**src/rtl/netEvtPkg.sv**
```systemverilog
package netEvtPkg;
  localparam int ADR_W = 5;

  localparam logic [ADR_W-1:0] ADR_RXCFG  = 5'h03;
  localparam logic [ADR_W-1:0] ADR_RXEVT  = 5'h04;
  localparam logic [ADR_W-1:0] ADR_RXCTL  = 5'h05;
  localparam logic [ADR_W-1:0] ADR_TXCFG  = 5'h07;
  localparam logic [ADR_W-1:0] ADR_TXEVT  = 5'h08;
  localparam logic [ADR_W-1:0] ADR_BUFCFG = 5'h0B;
  localparam logic [ADR_W-1:0] ADR_BUFEVT = 5'h0C;
  localparam logic [ADR_W-1:0] ADR_MISS   = 5'h10;
  localparam logic [ADR_W-1:0] ADR_COL    = 5'h12;

  // strobes from the control decoder into the datapath
  typedef struct packed {
    logic rdRx;
    logic rdTx;
    logic rdBuf;
    logic rdMiss;
    logic rdCol;
    logic rdRxCfg;
    logic rdRxCtl;
    logic rdTxCfg;
    logic rdBufCfg;
    logic wrRxCfg;
    logic wrRxCtl;
    logic wrTxCfg;
    logic wrBufCfg;
  } hostStb_t;
endpackage

```
**src/rtl/evtCtrl.sv**
```systemverilog
module evtCtrl
  import netEvtPkg::*;
(
  input  logic             hostRd,
  input  logic             hostWr,
  input  logic [ADR_W-1:0] hostAddr,
  output hostStb_t         stb
);
  always_comb begin
    stb = '0;
    if (hostRd) begin
      case (hostAddr)
        ADR_RXEVT:  stb.rdRx     = 1'b1;
        ADR_TXEVT:  stb.rdTx     = 1'b1;
        ADR_BUFEVT: stb.rdBuf    = 1'b1;
        ADR_MISS:   stb.rdMiss   = 1'b1;
        ADR_COL:    stb.rdCol    = 1'b1;
        ADR_RXCFG:  stb.rdRxCfg  = 1'b1;
        ADR_RXCTL:  stb.rdRxCtl  = 1'b1;
        ADR_TXCFG:  stb.rdTxCfg  = 1'b1;
        ADR_BUFCFG: stb.rdBufCfg = 1'b1;
        default: ;
      endcase
    end
    // event and counter addresses have no write strobe
    if (hostWr) begin
      case (hostAddr)
        ADR_RXCFG:  stb.wrRxCfg  = 1'b1;
        ADR_RXCTL:  stb.wrRxCtl  = 1'b1;
        ADR_TXCFG:  stb.wrTxCfg  = 1'b1;
        ADR_BUFCFG: stb.wrBufCfg = 1'b1;
        default: ;
      endcase
    end
  end
endmodule

```
**src/rtl/evtCounter.sv**
```systemverilog
module evtCounter #(
  parameter int CNT_W = 10
) (
  input  logic             clk,
  input  logic             rstN,
  input  logic             inc,
  input  logic             clr,
  output logic [CNT_W-1:0] cnt,
  output logic             ovf
);
  localparam logic [CNT_W-1:0] HALF_MAX = {1'b0, {(CNT_W-1){1'b1}}};

  always_ff @(posedge clk) begin
    if (!rstN) begin
      cnt <= '0;
      ovf <= 1'b0;
    end else if (clr) begin
      // a step in the read cycle starts the fresh count
      cnt <= {{(CNT_W-1){1'b0}}, inc};
      ovf <= 1'b0;
    end else if (inc) begin
      cnt <= cnt + 1'b1;
      if (cnt == HALF_MAX) ovf <= 1'b1;
    end
  end

  a_r5_count_step: assert property (@(posedge clk) disable iff (!rstN)
    inc && !clr |=> cnt == $past(cnt) + 1'b1);
  a_r5_clear_read: assert property (@(posedge clk) disable iff (!rstN)
    clr |=> cnt == {{(CNT_W-1){1'b0}}, $past(inc)});
  a_r6_ovf_set: assert property (@(posedge clk) disable iff (!rstN)
    inc && !clr && cnt == HALF_MAX |=> ovf);
  a_r6_ovf_hold: assert property (@(posedge clk) disable iff (!rstN)
    ovf && !clr |=> ovf);
endmodule

```
**src/rtl/evtPath.sv**
```systemverilog
module evtPath
  import netEvtPkg::*;
#(
  parameter int DATA_W = 16,
  parameter int CNT_W  = 10,
  parameter int TX_N   = 6,
  parameter int BUF_N  = 4,
  parameter int LEN_W  = 11
) (
  input  logic              clk,
  input  logic              rstN,
  input  hostStb_t          stb,
  input  logic [DATA_W-1:0] hostWdata,
  output logic [DATA_W-1:0] hostRdata,
  output logic              irq,
  input  logic              rxMissPulse,
  input  logic              txColPulse,
  input  logic [TX_N-1:0]   txEvtIn,
  input  logic [BUF_N-1:0]  bufEvtIn,
  input  logic              frmValid,
  input  logic [3:0]        frmStatus,
  input  logic [LEN_W-1:0]  frmLen,
  output logic              frmAcceptVld,
  output logic              frmAccept,
  output logic [LEN_W-1:0]  frmLenOut
);
  localparam int RX_W   = 4;
  localparam int TXE_W  = TX_N + 1;
  localparam int BUFE_W = BUF_N + 1;
  localparam int BCFG_W = BUFE_W + 2;

  logic [RX_W-1:0]   rxCfg, rxCtl, rxEvt, rxSet;
  logic [TXE_W-1:0]  txCfg, txEvt, txSet;
  logic [BCFG_W-1:0] bufCfg;
  logic [BUFE_W-1:0] bufEvt, bufSet;
  logic [CNT_W-1:0]  missCnt, colCnt;
  logic              missOvf, colOvf, frmOk;
  logic [DATA_W-1:0] rdNext;

  assign rxSet  = frmValid ? frmStatus : '0;
  assign txSet  = {txColPulse, txEvtIn};
  assign bufSet = {rxMissPulse, bufEvtIn};
  assign frmOk  = (frmStatus & ~rxCtl) == '0;

  evtCounter #(.CNT_W(CNT_W)) uMiss (
    .clk(clk), .rstN(rstN), .inc(rxMissPulse), .clr(stb.rdMiss),
    .cnt(missCnt), .ovf(missOvf));
  evtCounter #(.CNT_W(CNT_W)) uCol (
    .clk(clk), .rstN(rstN), .inc(txColPulse), .clr(stb.rdCol),
    .cnt(colCnt), .ovf(colOvf));

  // configuration and control
  always_ff @(posedge clk) begin
    if (!rstN) begin
      rxCfg  <= '0;
      rxCtl  <= '0;
      txCfg  <= '0;
      bufCfg <= '0;
    end else begin
      if (stb.wrRxCfg)  rxCfg  <= hostWdata[RX_W-1:0];
      if (stb.wrRxCtl)  rxCtl  <= hostWdata[RX_W-1:0];
      if (stb.wrTxCfg)  txCfg  <= hostWdata[TXE_W-1:0];
      if (stb.wrBufCfg) bufCfg <= hostWdata[BCFG_W-1:0];
    end
  end

  // event latches: clear on read, new arrivals survive the read
  always_ff @(posedge clk) begin
    if (!rstN) begin
      rxEvt  <= '0;
      txEvt  <= '0;
      bufEvt <= '0;
    end else begin
      rxEvt  <= (stb.rdRx  ? '0 : rxEvt)  | rxSet;
      txEvt  <= (stb.rdTx  ? '0 : txEvt)  | txSet;
      bufEvt <= (stb.rdBuf ? '0 : bufEvt) | bufSet;
    end
  end

  always_comb begin
    rdNext = '0;
    if (stb.rdRx)     rdNext[RX_W-1:0]   = rxEvt;
    if (stb.rdTx)     rdNext[TXE_W-1:0]  = txEvt;
    if (stb.rdBuf)    rdNext[BUFE_W-1:0] = bufEvt;
    if (stb.rdRxCfg)  rdNext[RX_W-1:0]   = rxCfg;
    if (stb.rdRxCtl)  rdNext[RX_W-1:0]   = rxCtl;
    if (stb.rdTxCfg)  rdNext[TXE_W-1:0]  = txCfg;
    if (stb.rdBufCfg) rdNext[BCFG_W-1:0] = bufCfg;
    if (stb.rdMiss) begin
      rdNext[CNT_W-1:0]  = missCnt;
      rdNext[DATA_W-1]   = missOvf;
    end
    if (stb.rdCol) begin
      rdNext[CNT_W-1:0]  = colCnt;
      rdNext[DATA_W-1]   = colOvf;
    end
  end

  always_ff @(posedge clk) begin
    if (!rstN) begin
      hostRdata    <= '0;
      frmAcceptVld <= 1'b0;
      frmAccept    <= 1'b0;
      frmLenOut    <= '0;
    end else begin
      hostRdata    <= rdNext;
      frmAcceptVld <= frmValid;
      frmAccept    <= frmValid && frmOk;
      frmLenOut    <= (frmValid && frmOk) ? frmLen : '0;
    end
  end

  assign irq = (|(rxEvt & rxCfg)) | (|(txEvt & txCfg))
             | (|(bufEvt & bufCfg[BUFE_W-1:0]))
             | (missOvf & bufCfg[BUFE_W]) | (colOvf & bufCfg[BUFE_W+1]);

  a_r1_tx_latch: assert property (@(posedge clk) disable iff (!rstN)
    |txSet |=> (txEvt & $past(txSet)) == $past(txSet));
  a_r2_rx_cleared: assert property (@(posedge clk) disable iff (!rstN)
    stb.rdRx && !frmValid |=> rxEvt == '0);
  a_r3_rx_kept: assert property (@(posedge clk) disable iff (!rstN)
    stb.rdRx && frmValid |=> rxEvt == $past(frmStatus));
  a_r7_reject_len: assert property (@(posedge clk) disable iff (!rstN)
    frmAcceptVld && !frmAccept |-> frmLenOut == '0);
  a_r4_irq_source: assert property (@(posedge clk) disable iff (!rstN)
    irq |-> (rxEvt != '0) || (txEvt != '0) || (bufEvt != '0) || missOvf || colOvf);
endmodule

```
**src/rtl/netEventUnit.sv**
```systemverilog
module netEventUnit
  import netEvtPkg::*;
#(
  parameter int DATA_W = 16,
  parameter int CNT_W  = 10,
  parameter int TX_N   = 6,
  parameter int BUF_N  = 4,
  parameter int LEN_W  = 11
) (
  input  logic              clk,
  input  logic              rstN,
  input  logic              hostRd,
  input  logic              hostWr,
  input  logic [ADR_W-1:0]  hostAddr,
  input  logic [DATA_W-1:0] hostWdata,
  output logic [DATA_W-1:0] hostRdata,
  output logic              irq,
  input  logic              rxMissPulse,
  input  logic              txColPulse,
  input  logic [TX_N-1:0]   txEvtIn,
  input  logic [BUF_N-1:0]  bufEvtIn,
  input  logic              frmValid,
  input  logic [3:0]        frmStatus,
  input  logic [LEN_W-1:0]  frmLen,
  output logic              frmAcceptVld,
  output logic              frmAccept,
  output logic [LEN_W-1:0]  frmLenOut
);
  hostStb_t stb;

  evtCtrl uCtrl (
    .hostRd(hostRd), .hostWr(hostWr), .hostAddr(hostAddr), .stb(stb));

  evtPath #(
    .DATA_W(DATA_W), .CNT_W(CNT_W), .TX_N(TX_N), .BUF_N(BUF_N), .LEN_W(LEN_W)
  ) uPath (
    .clk(clk), .rstN(rstN), .stb(stb), .hostWdata(hostWdata),
    .hostRdata(hostRdata), .irq(irq),
    .rxMissPulse(rxMissPulse), .txColPulse(txColPulse),
    .txEvtIn(txEvtIn), .bufEvtIn(bufEvtIn),
    .frmValid(frmValid), .frmStatus(frmStatus), .frmLen(frmLen),
    .frmAcceptVld(frmAcceptVld), .frmAccept(frmAccept), .frmLenOut(frmLenOut));
endmodule

```
**config.mk**
```make
export PLATFORM = sky130hd
export DESIGN_NAME = netEventUnit
export DESIGN_NICKNAME = d
export VERILOG_FILES = /design/src/rtl/netEvtPkg.sv /design/src/rtl/evtCtrl.sv /design/src/rtl/evtCounter.sv /design/src/rtl/evtPath.sv /design/src/rtl/netEventUnit.sv
export SDC_FILE = /design/constraint.sdc
export NUM_CORES = 1
export LEC_CHECK = 0
export BUFFER_PORTS_ARGS = -buffer_cell sky130_fd_sc_hd__clkbuf_2
export CELL_PAD_IN_SITES_DETAIL_PLACEMENT = 1
export CELL_PAD_IN_SITES_GLOBAL_PLACEMENT = 2
export CORE_ASPECT_RATIO = 1.5
export CORE_MARGIN = 2
export CORE_UTILIZATION = 29
export CTS_CLUSTER_SIZE = 30
export DETAILED_ROUTE_END_ITERATION = 6
export GPL_ROUTABILITY_DRIVEN = 0
export PLACE_DENSITY = 0.73
export SETUP_SLACK_MARGIN = 0.4
export SYNTH_ARGS = -nofsm -noshare
export SYNTH_HDL_FRONTEND = slang
export SYNTH_SLANG_ARGS = --single-unit
```
**constraint.sdc**
```tcl
create_clock -name clk -period 1.3 [get_ports clk]
set_input_delay 0 -clock clk [delete_from_list [all_inputs] [get_ports clk]]
set_output_delay 0 -clock clk [all_outputs]
set_load 0.05 [all_outputs]
```
# Yosys cells after proc, flatten, opt, wreduce, memory -nomap -nowiden
# Cells that the tools add are included.
# word_totals
out_inout_bits	30
wordCells	88
register_bits	89
input_bits	53
# classes
n_eq_ne	11
bitwise_logic	15
n_addsub	2
mux	30
n_reduce_logical	12
# ops
operator	n
$mux W7	4
$mux W4	6
$add A10 B1 Y10 const B	2
$eq A10 B9 Y1 const B	2
$mux W10	2
$eq A5 B3 Y1 const B	3
$eq A5 B4 Y1 const B	3
$mux W1	15
$eq A5 B5 Y1 const B	2
$mux W5	2
$mux W9	1
$and A4 B4 Y4	2
$and A7 B7 Y7	1
$or A7 B7 Y7	1
$reduce_or A7 Y1	1
$reduce_and A2 Y1	3
$and A5 B5 Y5	1
$eq A5 B2 Y1 const B	1
$or A5 B5 Y5	1
$reduce_or A5 Y1	1
$logic_not A4 Y1	1
$not A4 Y4	1
$or A1 B1 Y1	4
$or A4 B4 Y4	1
6 further kinds	9

# Longest topological paths before layout
# Gate-level depths: netlist of run 1.
# logic_depth
depth_word	12
depth_mapped	7
mapped_depth_nobuf	5

# Hierarchy
# A second synthesis of run 1 with hierarchy kept.
# unflattened
cells_unflattened	437
area_unflattened_um2	3857.4
# by_module_without_submodules
module	area_each_um2	n_inst	cells_each	seq_area_each_um2
evtPath	2686.3	1	305	1241.2
evtCounter	509.2	2	55	220.2
evtCtrl	152.6	1	22	0.0

# Worst setup path before layout of run 1
# OpenSTA, ideal clock, no wires.
# synth_timing
kind	register to output
startpoint	register uPath.txEvt[5]
endpoint	output irq
t_arrival_ns	1.325
setup_slack_ns	-0.025
t_required_ns	1.300
stages_incl_launch_ff	5
path_cell_list	dfxtp_1 > a22o_1 > a221oi_1 > and3_1 > nand4_1
# synth_via
elab_chain_cells	6
# synth_rtl
item	line	text
from (decl)	evtPath.sv:33	logic [TXE_W-1:0] txCfg, txEvt, txSet;
from (signal assigned)	evtPath.sv:75	txEvt <= (stb.rdTx ? '0 : txEvt) | txSet;
$and A7 B7 Y7	evtPath.sv:113	assign irq = (|(rxEvt & rxCfg)) | (|(txEvt & txCfg))
$reduce_or A7 Y1	evtPath.sv:113	
$or A1 B1 Y1	evtPath.sv:113	
$or A1 B1 Y1	evtPath.sv:114	| (|(bufEvt & bufCfg[BUFE_W-1:0]))
$or A1 B1 Y1 (2 in a row)	evtPath.sv:115	| (missOvf & bufCfg[BUFE_W]) | (colOvf & bufCfg[BUFE_W+1]);
to (decl)	netEventUnit.sv:17	output logic irq,
# Every way passes these cells.

# Worst setup path in the final report of run 1
# layout_timing
startpoint	register uPath.uMiss.ovf
endpoint	output irq
# layout_via
elab_chain_cells	3
# layout_rtl
item	line	text
from (decl)	evtCounter.sv:9	output logic ovf
from (signal assigned)	evtCounter.sv:16	ovf <= 1'b0;
from (signal assigned)	evtCounter.sv:20	ovf <= 1'b0;
from (signal assigned)	evtCounter.sv:23	if (cnt == HALF_MAX) ovf <= 1'b1;
$and A1 B1 Y1	evtPath.sv:115	
$or A1 B1 Y1 (2 in a row)	evtPath.sv:115	
# Every way passes these cells.

==> results.toml, run 1 <==
[worst_setup_path]
start_kind = "register"
cp_slowest_cell = "dfxtp_2"
cpLargestDelayFamily = "compound AO/OA/AOI/OAI gates"
cp_slowest_stage_delay_ns = 0.33
crit_fanout = 2
cp.arrival_ns = 1.59
crit_type = "reg2out"
critPathCaptureType = "output pin"
cp_num_buf_inv = 1
required_ns = 1.30
path_cells = "a22o_1, a221oi_1, and3_1, nand4_1, clkbuf_8"

[global_routing]
gr-max-usage-layer = "met2"
grtUsageTotal_pct = 20.5
antenna_found_initial = 0
use_met1_pct = 21.2
overflow = 0
grt_pass1_vias = 3791
grt_use_met2_pct = 37.2
grt_use_met3_pct = 4.08
grt_max_degree = 54
grt_pass1_wl_um = 20700

[synth]
async_reset_ff_share_pct = 0
synth_area_mm2 = 0.00369
synth_xor_area_share_pct = 3.80
synth_top_area_share_pct = 45.5
synth_mux_area_share_pct = 9.25
synth_largest_area_cell = "dfxtp_1"
synth_compound_area_share_pct = 14.2
ys_types = 55
synth_cells = 393
synthAdderAreaFrac_pct = 0.678
synth_flop_cell = "dfxtp_1"
synth-seq-cells = 84
ys_seq_area_share_pct = 45.5
syn_area_per_cell_um2 = 9.40
yosysWarnings = 0
synth-edff-count = 0
synth_top_family_by_area = "simple AND/OR/NAND/NOR gates"
synthTopCellsByArea = "dfxtp_1, mux2i_1, nor2b_1"
synth-simple-area-share_pct = 22.5

[pwr]
cellLeakagePower_nw = 2.45
power.total_w = 0.00671
power_density_mw_per_mm2 = 1100
peakVddDrop_uv = 579

[cts]
h-tree-depth = 3
clock_sinks = 84
clk_latency_ns = 0.35
cts_root_buf = "clkbuf_16"
cts_tree = "done"
clock_path_buffers = 2
clkTransAtPathRegs_ns = 0.06
cts_inserted_buffers = 9

[timing]
max_freq_mhz = 629
rsz0062_at_grt = "yes"
final.period_utilization_pct = 122
finalCriticalPeriod_ns = 1.59
skew_ns = 0.00632
hold_viol = 0
worst_slack_ns = -0.291
slew_viol_final = 0
setup_viol = 3

[placement]
portBuffers = 68
dp_hpwl_um = 9570
dpl_cell_area_mm2 = 0.00467
post-place-cells = 643

[die]
ioPinCount = 83
die_area_mm2 = 0.0137
initial_core_util_pct = 29.7
core_area_mm2 = 0.0124
die_h_um = 142
die_w_um = 96.1
rows = 50

[finish]
drive_gt1_share_pct = 47.4
fin_cells = 721
areaGrowthSynthToFinish_pct = 64.8
final_area_mm2 = 0.00608
nets = 615
final_cell_mix = "buf_4, dfxtp_1, nor2b_1"
antennaDiodeCount = 0
final_common_cell = "buf_4"

[detailed_routing]
drtIter0Drc = 99
totalWireLength_um = 13800
via_count = 3601
via_per_inst = 4.99
route.detailed.drc = 0
ant_nets = 0
wl_per_cell_um = 19.1
dr.pass1.iters = 5

[worst_hold_path]
min_path_type = "in2reg"

[run]
cap_violations = 0

[run_status]
violations = "setup timing"
status = "complete, but fails checks"
[cell families (layout without fill, tap and decap cells)]
| group | count (synthesis) | in the layout |
|---|---|---|
| and+or+nand+nor | 149 | 150 |
| DFF | 84 | 84 |
| AOI/OAI and AO/OA | 79 | 80 |
| muxes | 34 | 34 |
| buffers and inverters | 28 | 194 |
| xor gates and xnor gates | 16 | 16 |
| adders and majority gates | 2 | 2 |
| other | 1 | 5 |
[routing by layer]
metal	vias up	wire length (um)
li1	1713	-
met1	1752	4940
met2	98	7650
met3	38	509
met4	0	674
met5	-	0
[worst reg2reg max path: stages, from the launching register on]
cell and delay (ns):
dfxtp_2 0.34, mux2_2 0.26, a22o_1 0.21, a221o_1 0.35, nand2_1 0.09, a21oi_1 0.07
[sequential cells by signal (all words and copies together), names as in the netlist, 5 cells and up]
| register | flops |
|---|---|
| uPath.txCfg | 7 |
| uPath.bufEvt | 5 |
| uPath.hostRdata | 11 |
| uPath.uMiss.cnt | 10 |
| uPath.frmLenOut | 11 |
| uPath.bufCfg | 7 |
| uPath.uCol.cnt | 10 |
| uPath.txEvt | 7 |
[cell type report]
class / instances / area (um^2)
repair buffers: 173 / 1470
clock inverters: 6 / 136
inverters: 5 / 18.8
fillers: 1361 / 6370
well taps: 156 / 195
flip-flops and latches: 84 / 1750
clock buffers: 10 / 229
multi-input cells: 287 / 2280
[path summary, 6_finish.rpt]
path,startpoint,to,slack [ns],depth (start not counted)
max,uPath.uMiss.ovf,irq,-0.29,5
min,txColPulse,uPath.txEvt[6],0.01,3
max reg2reg,uPath.rxEvt[3],uPath.hostRdata[3],-0.15,5
min reg2reg,uPath.uCol.cnt[3],uPath.uCol.cnt[3],0.53,2
[cell usage after synthesis, drive strengths merged, types with 2 or more instances]
cell and instances:
dfxtp 84, nor2b 46, mux2i 33, nor2 33, a21oi 23, nand2 18
o21ai 17, and2 13, buf 13, xor2 13, clkbuf 10, nand4 10
a22oi 8, a221oi 5, a22o 5, and3 5, inv 5, a211oi 4
nand3 4, nor3 4, o22ai 4, nand2b 3, xnor2 3, a211o 2
a221o 2, ha 2, nand4b 2, nor4b 2, o21bai 2, or3 2
[stage by stage]
| step | hold WS, ns | setup TNS (ns) | setup WS [ns] | utilization, % |
|---|---|---|---|---|
| detailed placement | 0.211 | -1.54 | -0.157 | 37.5 |
| global route | 0.0255 | -0.652 | -0.374 | 48.9 |
| finish | 0.0140 | -0.450 | -0.291 | 48.9 |
| global placement | 0.202 | -1.14 | -0.151 | 37.5 |
| floorplan | 0.122 | -0.0246 | -0.0246 | - |
| CTS | 0.00920 | -0.488 | -0.310 | 46.7 |
[power by group]
part           switching (W)  leakage (nW)  internal (W)
clock network        0.00113         0.173       0.00208
registers          0.0000686         0.700       0.00263
logic               0.000401          1.58      0.000401
[timing repair]
item,in CTS,in global routing
gates cloned,1,2
hold buffers,30,0
setup buffers,17,12
resized for setup,107,68
setup endpoints to repair,72,95
endpoints found under the hold margin,33,0
pin swaps,39,33
No activity file was read; power rests on OpenSTA's default activity.
==> run 2: changes to the inputs <==
--- a/config.mk
+++ b/config.mk
@@ -15,7 +15,7 @@
 export DETAILED_ROUTE_END_ITERATION = 6
 export GPL_ROUTABILITY_DRIVEN = 0
 export PLACE_DENSITY = 0.73
-export SETUP_SLACK_MARGIN = 0.4
+export SETUP_SLACK_MARGIN = 0.5
 export SYNTH_ARGS = -nofsm -noshare
 export SYNTH_HDL_FRONTEND = slang
 export SYNTH_SLANG_ARGS = --single-unit
==> results.toml, run 2 (synthesis gave the netlist of run 1 again) <==
[run_status]
status = "complete, but fails checks"
violations = "hold timing, setup timing"

[finish]
antennaDiodeCount = 0
final_area_mm2 = 0.00672
final_util_pct = 54.0
fill_cells = 1314
multi_input_area_mm2 = 0.00243
nets = 633
drive_gt1_share_pct = 58.7
seq_area_mm2 = 0.00179
final_common_cell = "buf_4"
final_cell_mix = "buf_4, nor2b_1, dfxtp_2"
areaGrowthSynthToFinish_pct = 82.0
top_regs = "uPath.frmLenOut: 11 flops, uPath.hostRdata: 11 flops"

[worst_setup_path]
crit_type = "reg2out"
crit_start = "uPath.txCfg[0]"
crit_fanout = 3
start_kind = "register"
cp_slowest_stage_delay_ns = 0.33
cpLargestDelayFamily = "compound AO/OA/AOI/OAI gates"
required_ns = 1.30
timing.rr.end = "uPath.hostRdata[3]"
critPathCaptureType = "output pin"
r2r_start = "uPath.rxEvt[3]"
rrSetupSlack_ns = -0.12
path_cells = "a22o_1, a221oi_2, and3_1, nand4_1, clkbuf_8"
reg2reg_depth = 5
cp_slowest_cell = "dfxtp_2"
cp_num_buf_inv = 1
cp.arrival_ns = 1.60

[cts]
cts_inserted_buffers = 9
clock_path_buffers = 2
cts_root_buf = "clkbuf_16"
clkTransAtPathRegs_ns = 0.06
h-tree-depth = 3
cts_tree = "done"
clk_latency_ns = 0.35
clock_sinks = 84

[detailed_routing]
drtIter0Drc = 102
via_per_inst = 4.97
route.detailed.drc = 0
ant_nets = 0
totalWireLength_um = 14800
via_count = 3676
wl_per_cell_um = 20.0
dr.pass1.iters = 5

[die]
initial_core_util_pct = 29.7
die_h_um = 142
die_w_um = 96.1
die_area_mm2 = 0.0137
core_area_mm2 = 0.0124
ioPinCount = 83
rows = 50

[pwr]
cellLeakagePower_nw = 2.62
power.switching_w = 0.00161
internal_power_w = 0.00471
power_density_mw_per_mm2 = 941
power_frac_comb_pct = 14.6
p_sw_share_pct = 25.5
seqPwrFrac_pct = 42.9
power_frac_clock_pct = 42.5
peakVddDrop_uv = 551

[global_routing]
grt_max_degree = 53
overflow = 0
grt_pass1_vias = 4073
grtUsageTotal_pct = 21.9
grt_pass1_wl_um = 22100
antenna_found_initial = 0

[timing]
final.period_utilization_pct = 123
rsz0062_at_grt = "yes"
worst_slack_ns = -0.304
max_freq_mhz = 623
skew_ns = 0.00692
fin_tns_setup_ns = -0.426
whs_ns = -0.00878
slew_viol_final = 0
setup_viol = 2
finalCriticalPeriod_ns = 1.60
hold_viol = 3

[worst_hold_path]
min_path_type = "in2reg"
holdPathStages = 3
holdCritStartpoint = "hostWdata[1]"
hold_path_end = "uPath.rxCfg[1]"

[run]
cap_violations = 0

[placement]
dp_hpwl_um = 9670
dpl_cell_area_mm2 = 0.00481
portBuffers = 68
[run 2: cell count changes in the layout (fill, tap and decap cells not counted), sizes merged]
cell	before	now
bufinv	4	1
dlygate4sd3	30	29
buf	100	110
o21ai	18	17
clkbuf	53	65
clkinv	1	2
[run 2: power by group through the flow]
stage,Sequential (W),Clock (W),Combinational [W]
after global routing,0.00272,0.00283,0.000979
after floorplan,0.00277,0,0.000337
final,0.00271,0.00269,0.000922
after CTS,0.00271,0.00270,0.000845
after global placement,0.00277,0,0.000601
after detailed placement,0.00277,0,0.000611
[run 2: tightest hold or removal path, cell delays in order]
cell and delay, ns:
clkbuf_2 0.12, mux2i_1 0.07, nor2b_1 0.11
[run 2: timing repair]
item	CTS	global route
gates resized for setup	194	70
pin swaps	56	36
hold buffers	29	0
setup buffers	22	15
cloned	1	0
endpoints found under the setup margin	103	108
hold endpoints to repair	32	0
[run 2: per-stage QoR]
stage | power, W | setup WS [ns] | cells
2_1_floorplan | 0.00310 | -0.0246 | 397
3_3_place_gp | 0.00337 | -0.201 | 656
3_5_place_dp | 0.00338 | -0.164 | 656
4_1_cts | 0.00625 | -0.297 | 724
5_1_grt | 0.00653 | -0.374 | 739
6_report | 0.00632 | -0.304 | 739
[run 2: worst max-delay path by stage]
stage                          to  depth (start not counted)  slack, ns
2_1_floorplan                 irq                          4      -0.02
3_3_place_gp   uPath.hostRdata[3]                          8      -0.20
3_5_place_dp   uPath.hostRdata[3]                          8      -0.16
4_1_cts                       irq                          5      -0.30
5_1_grt                       irq                          5      -0.37
6_report                      irq                          5      -0.30
[run 2: layout make-up]
type	instances	share of cell area [%]
Inverter	5	0.279
Clock buffer	12	3.82
Timing Repair Buffer	192	29.5
Multi-Input combinational cell	286	36.2
Tap cell	156	2.91
Clock inverter	4	0.708
Sequential cell	84	26.6
[run 2: layer usage]
layer / up-vias / global-route usage [%] / wire length, um
met5: - / 0 / 0
met4: 0 / 11.1 / 653
met3: 35 / 4.45 / 521
met2: 84 / 42.3 / 8340
met1: 1807 / 21.0 / 5280
li1: 1750 / - / -
==> run 3: changes to the inputs <==
--- a/config.mk
+++ b/config.mk
@@ -14,7 +14,7 @@
 export CTS_CLUSTER_SIZE = 30
 export DETAILED_ROUTE_END_ITERATION = 6
 export GPL_ROUTABILITY_DRIVEN = 0
-export PLACE_DENSITY = 0.73
+export PLACE_DENSITY_LB_ADDON = 0.1
 export SETUP_SLACK_MARGIN = 0.5
 export SYNTH_ARGS = -nofsm -noshare
 export SYNTH_HDL_FRONTEND = slang
==> results.toml, run 3 (synthesis gave the netlist of run 1 again) <==
[global_routing]
grt_max_degree = 28
antenna_found_initial = 0
overflow = 0
grtUsageTotal_pct = 21.9
grt_pass1_vias = 3942
grt_pass1_wl_um = 22000

[timing]
fin_tns_setup_ns = -0.416
setup_viol = 2
rsz0062_at_grt = "yes"
hold_viol = 0
finalCriticalPeriod_ns = 1.64
worst_slack_ns = -0.338
slew_viol_final = 0
final.period_utilization_pct = 126
max_freq_mhz = 611
skew_ns = 0.0102

[worst_setup_path]
required_ns = 1.30
cp_num_buf_inv = 1
cpLargestDelayFamily = "compound AO/OA/AOI/OAI gates"
cp_slowest_stage_delay_ns = 0.34
start_kind = "register"
path_cells = "a22o_1, a221oi_1, and3_1, nand4_1, clkbuf_8"
crit_fanout = 2
crit_type = "reg2out"
cp.arrival_ns = 1.64
cp_slowest_cell = "dfxtp_1"
critPathCaptureType = "output pin"

[die]
die_area_mm2 = 0.0137
die_w_um = 96.1
core_area_mm2 = 0.0124
rows = 50
initial_core_util_pct = 29.7
ioPinCount = 83
die_h_um = 142

[cts]
clock_path_buffers = 2
h-tree-depth = 3
cts_tree = "done"
clock_sinks = 84
cts_inserted_buffers = 9
clkTransAtPathRegs_ns = 0.07
cts_root_buf = "clkbuf_16"
clk_latency_ns = 0.34

[worst_hold_path]
min_path_type = "in2reg"

[finish]
nets = 638
antennaDiodeCount = 0
fin_cells = 744
final_common_cell = "buf_4"
drive_gt1_share_pct = 58.0
fill_cells = 1316
final_cell_mix = "buf_4, nor2b_1, dfxtp_2"
top_regs = "uPath.frmLenOut: 11 flops, uPath.hostRdata: 11 flops"
areaGrowthSynthToFinish_pct = 82.9

[pwr]
cellLeakagePower_nw = 2.68
power_density_mw_per_mm2 = 911
peakVddDrop_uv = 503

[placement]
post-place-cells = 666
dp_hpwl_um = 10100
dp_slack_ns = -0.182
portBuffers = 68

[detailed_routing]
totalWireLength_um = 14800
route.detailed.drc = 0
via_count = 3658
via_per_inst = 4.92
dr.pass1.iters = 4
ant_nets = 0
wl_per_cell_um = 19.9
drtIter0Drc = 89

[run]
cap_violations = 0

[run_status]
status = "complete, but fails checks"
violations = "setup timing"
-- run 3: cell count changes in the layout (fill, tap and decap cells not counted), moves of 3 or more --
cell	previous run	this run
dfxtp_2	45	42
a21oi_1	2	5
dfxtp_1	26	29
mux2i_2	6	3
buf_4	54	58
nand2_4	2	5
buf_6	35	31
mux2i_1	25	29
a21oi_2	20	17
-- run 3: metrics by stage --
step	util (%)	instance area, um^2	hold WS [ns]	power (W)
floorplan	-	3980	0.122	0.00310
detailed placement	39.4	4910	0.210	0.00341
finish	54.2	6750	0.0314	0.00615
global route	54.2	6750	0.0395	0.00639
global placement	39.4	4910	0.203	0.00340
CTS	51.5	6410	0.0239	0.00617
-- run 3: worst paths after layout --
path                         to  slack, ns               from  depth (start not counted)
min reg2reg  uPath.hostRdata[5]       0.50  uPath.uCol.cnt[5]                          2
min              uPath.rxCfg[0]       0.03       hostWdata[0]                          3
max                         irq      -0.34     uPath.txEvt[5]                          5
max reg2reg  uPath.hostRdata[3]      -0.08     uPath.rxEvt[3]                          5
-- run 3: final cells by class --
type	count	area, um^2	share of cell area, %
clock buffers	11	253	3.74
clock inverters	5	35.0	0.519
inverters	5	18.8	0.278
multi-input cells	286	2460	36.5
flip-flops and latches	84	1780	26.4
well taps	156	195	2.89
repair buffers	197	2000	29.7
-- run 3: layer usage --
layer / GRT usage [%] / vias to the layer above / wire length [um]
met4: 8.95 / 0 / 473
met5: 0 / - / 0
met3: 3.87 / 25 / 439
li1: - / 1757 / -
met2: 41.7 / 78 / 8530
met1: 22.6 / 1798 / 5380
-- run 3: worst reg2reg max path, stage by stage, from the launching register on --
cell and delay (ns):
dfxtp_2 0.34, mux2_2 0.26, a22o_1 0.18, a221o_1 0.33, nand2_1 0.07, a21oi_1 0.06
-- run 3: where the power goes --
part | switching (W) | internal (W) | total (W)
Combinational | 0.000440 | 0.000496 | 0.000936
Sequential | 0.0000714 | 0.00263 | 0.00270
Clock | 0.00111 | 0.00140 | 0.00252
-- run 3: repair_timing --
item | CTS | global route
resized for setup | 185 | 74
hold buffers | 31 | 0
endpoints found under the setup margin | 108 | 108
gates cloned | 0 | 1
pin swaps | 45 | 48
setup buffers | 18 | 12
endpoints found under the hold margin | 34 | 0
